[config.mk]
export PLATFORM = sky130hd
export DESIGN_NAME = pred_tracker
export DESIGN_NICKNAME = d
export VERILOG_FILES = /design/src/rtl/pred_pkg.sv /design/src/rtl/pred_beat_seq.sv /design/src/rtl/pred_enable_lookup.sv /design/src/rtl/pred_mask_advance.sv /design/src/rtl/pred_tracker.sv
export SDC_FILE = /design/constraint.sdc
export NUM_CORES = 1
export LEC_CHECK = 0
export BUFFER_PORTS_ARGS = -buffer_cell sky130_fd_sc_hd__buf_4
export CAP_MARGIN = 20
export CORE_UTILIZATION = 50
export DETAILED_ROUTE_END_ITERATION = 10
export PLACE_DENSITY = 0.83
export SYNTH_ARGS = -nofsm -noshare
export SYNTH_HDL_FRONTEND = slang
export SYNTH_SLANG_ARGS = --single-unit
[constraint.sdc]
create_clock -name clk -period 4.6 [get_ports clk]
set_input_delay 0.46 -clock clk [delete_from_list [all_inputs] [get_ports clk]]
set_output_delay 0.46 -clock clk [all_outputs]
set_load 0.05 [all_outputs]
[src/rtl/pred_pkg.sv]
package pred_pkg;
  typedef enum logic {
    SEQ_IDLE = 1'b0,
    SEQ_RUN  = 1'b1
  } seq_state_e;
endpackage

[src/rtl/pred_beat_seq.sv]
module pred_beat_seq
  import pred_pkg::*;
#(
  parameter int BEATS  = 4,
  parameter int BEAT_W = 2
) (
  input  logic              clk,
  input  logic              rst,
  input  logic              start,
  output logic              busy,
  output logic [BEAT_W-1:0] beat,
  output logic              done
);
  localparam logic [BEAT_W-1:0] LAST_BEAT = BEAT_W'(BEATS - 1);

  seq_state_e state_q;
  logic [BEAT_W-1:0] beat_q;
  logic done_q;

  always_ff @(posedge clk) begin
    if (rst) begin
      state_q <= SEQ_IDLE;
      beat_q  <= '0;
      done_q  <= 1'b0;
    end else begin
      done_q <= 1'b0;
      case (state_q)
        SEQ_IDLE: begin
          if (start) begin
            state_q <= SEQ_RUN;
            beat_q  <= '0;
          end
        end
        SEQ_RUN: begin
          if (beat_q == LAST_BEAT) begin
            state_q <= SEQ_IDLE;
            beat_q  <= '0;
            done_q  <= 1'b1;
          end else begin
            beat_q <= beat_q + 1'b1;
          end
        end
        default: state_q <= SEQ_IDLE;
      endcase
    end
  end

  assign busy = (state_q == SEQ_RUN);
  assign beat = beat_q;
  assign done = done_q;
endmodule

[src/rtl/pred_enable_lookup.sv]
module pred_enable_lookup #(
  parameter int BEATS           = 4,
  parameter int LANES           = 4,
  parameter int FIELD_W         = 4,
  parameter int BEATS_PER_FIELD = 2,
  parameter int BEAT_W          = 2,
  parameter int FIELD_IDX_W     = 1
) (
  input  logic [BEATS*LANES-1:0]                     pred,
  input  logic [(BEATS/BEATS_PER_FIELD)*FIELD_W-1:0] mask,
  input  logic [BEAT_W-1:0]                          beat,
  output logic [FIELD_IDX_W-1:0]                     field_idx,
  output logic [FIELD_W-1:0]                         field_cur,
  output logic [LANES-1:0]                           nib_cur,
  output logic [LANES-1:0]                           beat_en
);
  localparam int FIELDS  = BEATS / BEATS_PER_FIELD;
  localparam int PAIR_SH = $clog2(BEATS_PER_FIELD);

  logic [FIELD_W-1:0] fields [FIELDS];
  logic [LANES-1:0]   nibs   [BEATS];

  for (genvar gf = 0; gf < FIELDS; gf++) begin : g_field
    assign fields[gf] = mask[gf*FIELD_W +: FIELD_W];
  end

  for (genvar gb = 0; gb < BEATS; gb++) begin : g_nib
    assign nibs[gb] = pred[gb*LANES +: LANES];
  end

  assign field_idx = beat[BEAT_W-1:PAIR_SH];
  assign field_cur = fields[field_idx];
  assign nib_cur   = nibs[beat];

  always_comb begin
    beat_en = '1;
    if (field_cur != '0) beat_en = beat_en & nib_cur;
  end
endmodule

[src/rtl/pred_mask_advance.sv]
module pred_mask_advance #(
  parameter int FIELD_W = 4,
  parameter int LANES   = 4
) (
  input  logic [FIELD_W-1:0] field_in,
  input  logic [LANES-1:0]   nib_in,
  output logic [FIELD_W-1:0] field_out,
  output logic [LANES-1:0]   nib_out
);
  localparam logic [FIELD_W-1:0] FINAL_STEP = {1'b1, {(FIELD_W-1){1'b0}}};

  always_comb begin
    field_out = field_in;
    nib_out   = nib_in;
    if (field_in == FINAL_STEP) begin
      field_out = '0;
    end else if (field_in != '0) begin
      field_out = {field_in[FIELD_W-2:0], 1'b0};
      if (field_in[FIELD_W-1]) nib_out = ~nib_in;
    end
  end
endmodule

[src/rtl/pred_tracker.sv]
module pred_tracker #(
  parameter int BEATS           = 4,
  parameter int LANES           = 4,
  parameter int FIELD_W         = 4,
  parameter int BEATS_PER_FIELD = 2,
  localparam int FIELDS         = BEATS / BEATS_PER_FIELD,
  localparam int PRED_W         = BEATS * LANES,
  localparam int MASK_W         = FIELDS * FIELD_W,
  localparam int BEAT_W         = $clog2(BEATS)
) (
  input  logic              clk,
  input  logic              rst,
  input  logic              load_valid,
  output logic              load_ready,
  input  logic [PRED_W-1:0] load_pred,
  input  logic [MASK_W-1:0] load_mask,
  input  logic              start,
  input  logic              adv_keep,
  output logic              beat_valid,
  output logic [BEAT_W-1:0] beat_idx,
  output logic [LANES-1:0]  beat_en,
  output logic              done,
  output logic [PRED_W-1:0] pred_o,
  output logic [MASK_W-1:0] mask_o
);
  localparam int PAIR_SH     = $clog2(BEATS_PER_FIELD);
  localparam int FIELD_IDX_W = BEAT_W - PAIR_SH;
  localparam logic [PAIR_SH-1:0] STORE_SLOT = PAIR_SH'(BEATS_PER_FIELD - 1);

  logic [PRED_W-1:0] pred_q;
  logic [MASK_W-1:0] mask_q;

  logic                   busy;
  logic [BEAT_W-1:0]      beat;
  logic [FIELD_IDX_W-1:0] field_idx;
  logic [FIELD_W-1:0]     field_cur, field_next;
  logic [LANES-1:0]       nib_cur, nib_next;
  logic                   commit, store_field, take_load;

  pred_beat_seq #(
    .BEATS (BEATS),
    .BEAT_W(BEAT_W)
  ) u_seq (
    .clk  (clk),
    .rst  (rst),
    .start(start),
    .busy (busy),
    .beat (beat),
    .done (done)
  );

  pred_enable_lookup #(
    .BEATS          (BEATS),
    .LANES          (LANES),
    .FIELD_W        (FIELD_W),
    .BEATS_PER_FIELD(BEATS_PER_FIELD),
    .BEAT_W         (BEAT_W),
    .FIELD_IDX_W    (FIELD_IDX_W)
  ) u_lookup (
    .pred     (pred_q),
    .mask     (mask_q),
    .beat     (beat),
    .field_idx(field_idx),
    .field_cur(field_cur),
    .nib_cur  (nib_cur),
    .beat_en  (beat_en)
  );

  pred_mask_advance #(
    .FIELD_W(FIELD_W),
    .LANES  (LANES)
  ) u_adv (
    .field_in (field_cur),
    .nib_in   (nib_cur),
    .field_out(field_next),
    .nib_out  (nib_next)
  );

  assign take_load   = load_valid && !busy;
  assign commit      = busy && adv_keep;
  assign store_field = commit && (beat[PAIR_SH-1:0] == STORE_SLOT);

  for (genvar gb = 0; gb < BEATS; gb++) begin : g_pred_reg
    always_ff @(posedge clk) begin
      if (rst) begin
        pred_q[gb*LANES +: LANES] <= '0;
      end else if (take_load) begin
        pred_q[gb*LANES +: LANES] <= load_pred[gb*LANES +: LANES];
      end else if (commit && (beat == BEAT_W'(gb))) begin
        pred_q[gb*LANES +: LANES] <= nib_next;
      end
    end
  end

  for (genvar gf = 0; gf < FIELDS; gf++) begin : g_mask_reg
    always_ff @(posedge clk) begin
      if (rst) begin
        mask_q[gf*FIELD_W +: FIELD_W] <= '0;
      end else if (take_load) begin
        mask_q[gf*FIELD_W +: FIELD_W] <= load_mask[gf*FIELD_W +: FIELD_W];
      end else if (store_field && (field_idx == FIELD_IDX_W'(gf))) begin
        mask_q[gf*FIELD_W +: FIELD_W] <= field_next;
      end
    end
  end

  assign load_ready = !busy;
  assign beat_valid = busy;
  assign beat_idx   = beat;
  assign pred_o     = pred_q;
  assign mask_o     = mask_q;
endmodule

# == Yosys cells after proc, flatten, opt, wreduce, memory -nomap -nowiden ==
# Index checks and enable logic that the tools add are counted.
# word_totals
reg_bits,28
# op_classes
n_reduce_logical,19
eq_ne,5
mux,31
bitwise_logic,5
magnitude_cmp,2
add_sub_neg,1
# op_table
op,count
$mux 4,23
$reduce_bool 2->1,6
$logic_and 1x1->1,9
$bmux 4 s2,1
$eq 2x2->1 const B,2
$eq 4x4->1 const B,1
$mux 2,2
$not 4->4,1
$pmux 2 s2,1
$reduce_bool 4->1,1
$ge 3x3->1 const B,1
$mux 1,3
$not 2->3,1
$add 2x1->2 const B,1
$eq 2x1->1 const B,1
$ge 2x2->1 const B,1
$logic_not 2->1,1
$ne 2x2->1 const B,1
$not 1->1,2
$not 1->2,1
$pmux 1 s2,1
$reduce_or 2->1,1
$logic_not 1->1,1

# == Depth between registers and ports, before layout ==
# Gate-level depths: netlist (run 1).
# depth
ltp_word,10
mapped_depth,6
ltp_nobuf,5

# == Modules after synthesis ==
# Synthesis (run 1) repeated with hierarchy kept, for this count alone.
# hier_totals
hier_cells,179
hier_area_um2,1634.1
# by_module_without_submodules
module,seq_area_each_um2,instances,cells_per_inst,area_per_inst_um2
pred_tracker,480.5,1,137,1183.6
pred_enable_lookup,0.0,1,17,202.7
pred_beat_seq,80.1,1,15,168.9
pred_mask_advance,0.0,1,10,78.8

# == Worst setup path after synthesis (run 1) ==
# Ideal clock, no wire load.
# synth_path
path_type,reg2out
from,register u_seq.beat_q[0] (netlist: u_seq.beat[0])
to,output beat_en[1]
path_slack_ps,2308
n_path_buf,1
path_stages_with_launch,4
arrival_time_ps,1832
t_required_ps,4140
path_cell_list,dfxtp_1 -> buf_6 -> mux4_2 -> or2_2
# synth_between
elab_chain_cells,5
# synth_lines
element,line,rtl
start: declaration,pred_beat_seq.sv:17,logic [BEAT_W-1:0] beat_q;
start signal: assignment,pred_beat_seq.sv:40,beat_q <= beat_q + 1'b1;
$not 2->3 (not written as such),pred_enable_lookup.sv:33,assign nib_cur = nibs[beat];
$bmux 4 s2,pred_enable_lookup.sv:33,
$mux 4 (not written as such) (2 in series),pred_enable_lookup.sv:33,
$mux 4,pred_enable_lookup.sv:37,if (field_cur != '0) beat_en = beat_en & nib_cur;
end: declaration,pred_tracker.sv:21,"output logic [LANES-1:0] beat_en,"
# No other way between the ends. The select of a mux whose other input is x is not followed.

# == Worst setup path in the final report (run 1) ==
# layout_path
from,register u_seq.beat_q[1] (netlist: u_seq.beat[1])
to,output beat_en[2]
# layout_between
elab_chain_cells,6
word_cells_on_any_way,10
cone_classes,mux (7); bitwise (2); reduce/logical (1)
# layout_lines
element,line,rtl
$not 1->2 (not written as such),pred_enable_lookup.sv:32,assign field_cur = fields[field_idx];
$mux 4 (not written as such) (3 in series),pred_enable_lookup.sv:32,
$reduce_bool 4->1,pred_enable_lookup.sv:37,
$mux 4 (*),pred_enable_lookup.sv:37,
# Mark *: on every way between the ends. The rest lies on a longest branch, timed or not. The select of a mux whose other input is x is not followed.

==> metrics.log, run 1 <==
[metrics] minimum setup slack after placement: 2.32 ns
[metrics] commonest cells after routing, fill and taps aside: buf_4 (62), dfxtp_1 (28), a22oi_1 (18)
[metrics] die area: 3120 µm²
[metrics] Worst-Skew Late Latency: 0.32 ns
[metrics] number of distinct library cells after synthesis: 31
[metrics] Clock Skews: 0.00989 ns
[metrics] post-layout min period: 2.65 ns
[metrics] overall routed net length: 3.91 mm
[metrics] number of synthesized flops with an enable pin: 0
[metrics] sum of negative setup slack: 0 ns
[metrics] leakage power total: about 0.00077 µW
[metrics] Detailed Place HPWL: between 2 and 3 mm
[metrics] first-pass GRT wire length: 6.44 mm
[metrics] end of the worst register-to-register path: pred_o[7]
[metrics] Initial Util: 0.526
[metrics] count of input and output buffers: 61
[metrics] post-synthesis sequential element count: 28
[metrics] Chip Width: 55.9 µm
[metrics] Startpoint Class: flop
[metrics] Vias/cell: 6.04
[metrics] Max Cap Violations: 0
[metrics] DR vias: 1425
[metrics] relative slew slack: 0.552
[metrics] antenna-violating nets left: 0
[metrics] number of setup violations in the final report: 0
[metrics] Final Cycle Share: 0.577
[metrics] # DRC: 0
[metrics] critical-path cell list: nor4b_2 > o21a_1 > or2_2 > buf_4
[metrics] maximum fanout along the worst path: 16
[metrics] pwr/cell area: between 300 and 400 nW/µm²
[metrics] antenna violations before repair: 0
[metrics] upper clock frequency limit: 377 MHz
[metrics] maximum number of pins on one net before global-route repair: 33
[metrics] Slew @ Worst Pin: roughly 0.67 ns
[metrics] family of cells with the greatest summed delay on the critical path: flip-flops
[metrics] remaining global-route overflow: 0
[metrics] setup repair after global routing missed its margin: no
[metrics] cell at the root of the clock tree: clkbuf_4
[metrics] vias in the first global route: between 1000 and 1500
[metrics] # clock sinks: 28
[metrics] average cell area after synthesis: between 9 and 10 µm²
[metrics] area overhead of the layout relative to synthesis: 32.8%
[metrics] leading cell type in the layout, fill and taps excluded: buf_4
[metrics] summed instance area of the synthesized netlist: roughly 1500 µm²
[metrics] detailed-router iteration count before antenna repair: 6
[metrics] final worst-path setup slack: 1.95 ns
[metrics] standard-cell rows: 19
[metrics] Wirelength per Cell: 16.6 µm
[metrics] GRT Util Overall: 0.261
[metrics] buffering stage count on the worst path with inverters included: 1
[metrics] hold-fix buffers at CTS: 0
[metrics] outcome: finished clean
[metrics] setup fix buffers added after clock tree synthesis: 0
[metrics] R2R cell count: 5
[metrics] net count after synthesis: 184
[metrics] most instantiated flip-flop cell in the synthesis netlist: dfxtp_1
[metrics] source of the worst register-to-register timing path: u_seq.beat[1]
[metrics] count of routing violations after the opening detailed-route iteration: 52
[metrics] Placeable Area: 2760 µm²
[metrics] number of H-tree levels: 1
[metrics] stage delay of the slowest cell on the critical path: 0.78 ns
[metrics] maximum count of clock buffers along a single path: 2
[metrics] worst min-delay path startpoint: load_mask[0]
[metrics] Final Slew Violations: 0
[metrics] share of final-layout standard cells stronger than drive strength 1: 0.385
[metrics] share of flip-flops with an asynchronous set or reset: 0
[metrics] Routability Congestion: between 0.9 and 1
[metrics] worst hold path endpoint: mask_o[0]
[metrics] Total Power: 627 µW
[metrics] data arrival time of the critical path: approximately 2.2 ns
[metrics] count of antenna diodes in the layout: 0
[metrics] CTS resizes: 0
[metrics] required time reported for the critical path endpoint: 4.14 ns
[metrics] number of nets in the finished design: between 200 and 250
[metrics] die height: 55.9 µm
[metrics] I/O pins: 62
[metrics] Num CTS Buffers: 3
[metrics] R2R setup slack: 2.52 ns
[metrics] final-report hold violation count: 0
[metrics] sequential element share of the synthesized area: 0.387
[metrics] endpoint type of the worst setup path: output port
[metrics] Ys Warns: 0
[metrics] hold depth: 3
[metrics] post-synthesis cell count: 151
[metrics] Setup CP Type: flop to output port
[metrics] clock tree from TritonCTS: built
[metrics] Hold Crit Class: input port to flop
[metrics] VDD IR-drop max: roughly 200 µV
[metrics] critical-path cell with the highest stage delay: dfxtp_1
[metrics] Reg clk slew, reported paths: 0.15 ns
-- layout make-up --
| class | count | area, µm² |
|---|---|---|
| Tap cell | 31 | 38.8 |
| Sequential cell | 28 | 561 |
| Clock buffer | 4 | 36.3 |
| Fill cell | 221 | 832 |
| Timing Repair Buffer | 62 | 465 |
| Multi-Input combinational cell | 108 | 813 |
| Inverter | 3 | 11.3 |
-- power breakdown --
| group | internal (µW) | total (µW) | switching (µW) |
|---|---|---|---|
| sequential | 258 | 278 | 20.1 |
| combinational | 84.5 | 231 | 147 |
| clock | 48.3 | 118 | 69.6 |
| total | 391 | 627 | 237 |
-- worst max-delay path by stage --
| stage | end | startpoint | cells past startpoint | slack (ns) |
|---|---|---|---|---|
| floorplan | beat_en[1] | u_seq.beat[0] | 3 | 2.31 |
| global placement | beat_en[3] | u_seq.beat[1] | 4 | 2.43 |
| detailed placement | beat_en[2] | u_seq.beat[1] | 4 | 2.32 |
| CTS | beat_en[2] | u_seq.beat[1] | 4 | 1.94 |
| global route | beat_en[2] | u_seq.beat[1] | 4 | 1.76 |
| finish | beat_en[2] | u_seq.beat[1] | 4 | 1.95 |
-- per-layer routing --
| metal | routed length (µm) | share of wire | global-route usage | up-vias |
|---|---|---|---|---|
| met5 | 0 | 0 | 0 | - |
| met4 | 16 | 0.0041 | 0.0557 | 0 |
| met3 | 247 | 0.063 | 0.0349 | 2 |
| met2 | 1900 | 0.49 | 0.392 | 69 |
| met1 | 1750 | 0.45 | 0.400 | 668 |
| li1 | - | - | - | 686 |
-- state kept, by name, summed over array words and instances, names as in the netlist --
signal	cells
mask_o	8
u_seq.beat	2
u_seq.busy	1
pred_o	16
u_seq.done	1
-- cells by family (layout without fill, tap and decap cells) --
kind of cell | after synthesis | after routing | synth area share
fa+ha+maj | 4 | 4 | 0.0345
flops | 28 | 28 | 0.387
simple gates | 34 | 34 | 0.138
mux | 8 | 8 | 0.0897
buf+inv | 15 | 69 | 0.0526
compound gates | 58 | 58 | 0.264
xor+xnor | 4 | 4 | 0.0345
-- through the flow --
step	util	cell area, µm²	std cells	hold slack, ns
after floorplan	-	1450	151	0.609
after global placement	0.685	1890	232	0.474
after detailed placement	0.685	1890	232	0.470
after CTS	0.698	1930	236	0.385
after global routing	0.698	1930	236	0.388
final	0.698	1930	236	0.387
-- worst min-delay path: cells and delay by family --
family | cells | cell delay [ns]
buffers and inverters | 1 | 0.08
and+or+nand+nor | 1 | 0.08
AOI/OAI and AO/OA | 1 | 0.06
-- Yosys cell counts (4+ instances only) --
cell / number / area share
dfxtp_1: 28 / 0.39
a22oi_1: 18 / 0.093
o22ai_1: 16 / 0.069
nand2_1: 11 / 0.028
a21oi_1: 9 / 0.031
nor2_1: 7 / 0.018
o211ai_1: 6 / 0.031
a31oi_1: 4 / 0.017
clkbuf_1: 4 / 0.010
ha_1: 4 / 0.035
mux2i_1: 4 / 0.028
mux4_2: 4 / 0.062
nand4b_1: 4 / 0.024
or2_2: 4 / 0.017
(Power assumes the default switching activity.)
==> run 2, diff against run 1 <==
- CORE_UTILIZATION: 50 -> 47
- PLACE_DENSITY: 0.83 -> 0.79
- clock period: 4.6 -> 2.7 ns (I/O delays scaled with it)
==> run 2 against run 1 <==
Effect of this change: the flow now finishes with violations (DRC); utilization is 1.2 points lower; combinational power rose by 75%; clock-buffer cell count stayed put; design area is 0.78% higher; cell count up 0.85%; wire length grew 7.2%; global-route usage down 0.19 points; via count grew 2.5%; clock skew up 0.0036 ns; sequential power up 68%; first-iteration DRC count rose by 85%; critical path type unchanged.
==> metrics.log, run 2 (synthesis results as in run 1) <==
[metrics] outcome: complete, but fails checks (was finished clean)
[metrics] failing checks: DRC
[metrics] VDD IR-drop max: 359 µV (was 203 µV)
[metrics] Slew @ Worst Pin: 0.590 ns (was 0.671 ns)
[metrics] endpoint type of the worst setup path: output port (unchanged)
[metrics] Routability Congestion: 0.830 (was 0.929)
[metrics] share of final-layout standard cells stronger than drive strength 1: 0.391 (was 0.385)
[metrics] maximum number of pins on one net before global-route repair: 33 (unchanged)
[metrics] internal power: 668 µW (was 391 µW)
[metrics] Chip Width: 57.5 µm (was 55.9 µm)
[metrics] Clock power frac: 0.192 (was 0.188)
[metrics] leading cell type in the layout, fill and taps excluded: buf_4 (unchanged)
[metrics] Combinational Power Share: 0.374 (was 0.369)
[metrics] DR vias: 1460 (was 1425)
[metrics] worst min-delay path startpoint: load_mask[4] (was load_mask[0])
[metrics] # DRC: 5 (was 0)
[metrics] clock tree from TritonCTS: built (unchanged)
[metrics] antenna-violating nets left: 0 (unchanged)
[metrics] net load switching power: 411 µW (was 237 µW)
[metrics] Flop pwr share: 0.434 (was 0.443)
[metrics] count of routing violations after the opening detailed-route iteration: 96 (was 52)
[metrics] maximum count of clock buffers along a single path: 2 (unchanged)
[metrics] standard-cell rows: 19 (unchanged)
[metrics] die height: 57.5 µm (was 55.9 µm)
[metrics] antenna violations before repair: 0 (unchanged)
[metrics] buffering stage count on the worst path with inverters included: 1 (unchanged)
[metrics] remaining global-route overflow: 0 (unchanged)
[metrics] number of setup violations in the final report: 0 (unchanged)
[metrics] flip-flop count of the largest register, all copies and words added: 16 (unchanged)
[metrics] Setup CP Type: flop to output port (unchanged)
[metrics] Hold Crit Class: input port to flop (unchanged)
[metrics] first-pass GRT wire length: 6.45 mm (was 6.44 mm)
[metrics] die area: 3310 µm² (was 3120 µm²)
[metrics] leakage power total: 0.000781 µW (was 0.000771 µW)
[metrics] GRT Util Overall: 0.259 (was 0.261)
[metrics] pwr/cell area: 556 nW/µm² (was 326 nW/µm²)
[metrics] Wirelength per Cell: 17.6 µm (was 16.6 µm)
[metrics] Worst-Skew Late Latency: 0.34 ns (was 0.32 ns)
[metrics] detailed-router iteration count before antenna repair: 9 (was 6)
[metrics] CTS resizes: 0 (unchanged)
[metrics] stage delay of the slowest cell on the critical path: 0.69 ns (was 0.78 ns)
[metrics] post-layout min period: 2.40 ns
[metrics] setup repair after global routing missed its margin: no (unchanged)
[metrics] Initial Util: 0.513 (was 0.526)
[metrics] cell at the root of the clock tree: clkbuf_4 (unchanged)
[metrics] number of nets in the finished design: 241 (was 239)
[metrics] Detailed Place HPWL: 3.09 mm (was 2.87 mm)
[metrics] # clock sinks: 28 (unchanged)
[metrics] maximum fanout along the worst path: 11 (was 16)
[metrics] hold-fix buffers at CTS: 0 (unchanged)
[metrics] data arrival time of the critical path: 2.13 ns (was 2.19 ns)
[metrics] count of input and output buffers: 61 (unchanged)
[metrics] I/O pins: 62 (unchanged)
[metrics] Placeable Area: 2830 µm² (was 2760 µm²)
[metrics] Vias/cell: 6.13 (was 6.04)
[metrics] Clock Skews: 0.0135 ns (was 0.00989 ns)
[metrics] commonest cells after routing, fill and taps aside: buf_4 (64), dfxtp_1 (28), a22oi_1 (18) (was buf_4 (62), dfxtp_1 (28), a22oi_1 (18))
[metrics] post-route cell area: 1940 µm² (was 1930 µm²)
[metrics] Max Cap Violations: 0 (unchanged)
[metrics] vias in the first global route: 1389 (was 1303)
[metrics] final-report hold violation count: 0 (unchanged)
[metrics] count of antenna diodes in the layout: 0 (unchanged)
[metrics] overall routed net length: 4.20 mm (was 3.91 mm)
[metrics] critical-path cell with the highest stage delay: dfxtp_1 (unchanged)
[metrics] area of placed instances: 1900 µm² (was 1890 µm²)
[metrics] Final Slew Violations: 0 (unchanged)
[metrics] setup fix buffers added after clock tree synthesis: 0 (unchanged)
[metrics] upper clock frequency limit: 416 MHz
[metrics] critical-path cell list: mux4_2 > or2_2 > buf_4 (was nor4b_2 > o21a_1 > or2_2 > buf_4)
[metrics] origin of the worst setup path: u_seq.beat[0] (was u_seq.beat[1])
[metrics] source of the worst register-to-register timing path: u_seq.beat[1] (unchanged)
[metrics] required time reported for the critical path endpoint: 2.43 ns (was 4.14 ns)
[metrics] relative slew slack: 0.605 (was 0.552)
[metrics] number of H-tree levels: 1 (unchanged)
[metrics] area overhead of the layout relative to synthesis: 33.8% (was 32.8%)
[metrics] sum of negative setup slack: 0 ns (unchanged)
[metrics] Reg clk slew, reported paths: 0.15 ns (about the same)
[metrics] family of cells with the greatest summed delay on the critical path: flip-flops (unchanged)
[metrics] Num CTS Buffers: 3 (unchanged)
[metrics] tightest hold margin: 0.170 ns (was 0.387 ns)
[metrics] Final Cycle Share: 0.890
[metrics] switching portion of total power: 0.381 (was 0.377)
[metrics] Startpoint Class: flop (unchanged)
==> run 2: through the flow <==
step	utilization	total power [µW]	std cells	setup slack, ns
floorplan	-	752	151	0.598
global placement	0.673	868	234	0.723
detailed placement	0.673	879	234	0.666
CTS	0.686	1080	238	0.290
global route	0.686	1110	238	0.244
finish	0.686	1080	238	0.296
==> run 2: worst paths after layout <==
path	depth (start not counted)	endpoint	slack (ns)
max	3	beat_en[2]	0.30
min	3	mask_o[4]	0.17
max reg2reg	6	pred_o[3]	0.72
min reg2reg	2	mask_o[7]	0.49
==> run 2: final cells by class <==
cell class | count | area (µm²)
Fill cell | 228 | 888
Multi-Input combinational cell | 108 | 813
Sequential cell | 28 | 561
Timing Repair Buffer | 64 | 480
Tap cell | 31 | 38.8
Clock buffer | 4 | 36.3
Inverter | 3 | 11.3
==> run 2: worst register-to-register path, cell delays in order, from the launching register on <==
cell	delay, ns
dfxtp_1	0.53
buf_4	0.25
inv_1	0.12
ha_1	0.21
a31oi_1	0.48
a22oi_1	0.13
o22ai_1	0.18
==> run 2: power groups by stage <==
| stage | Clock [µW] | Sequential, µW | Combinational, µW |
|---|---|---|---|
| CTS | 208 | 468 | 404 |
| global route | 219 | 472 | 424 |
| finish | 207 | 468 | 404 |
| global placement | 0 | 475 | 393 |
| detailed placement | 0 | 477 | 403 |
| floorplan | 0 | 557 | 195 |
==> run 2: per-layer routing <==
layer,up-vias,GRT usage,share of wire
met5,-,0,0
met4,0,0.108,0.014
met3,7,0.0340,0.092
met2,75,0.425,0.47
met1,689,0.342,0.42
li1,689,-,-
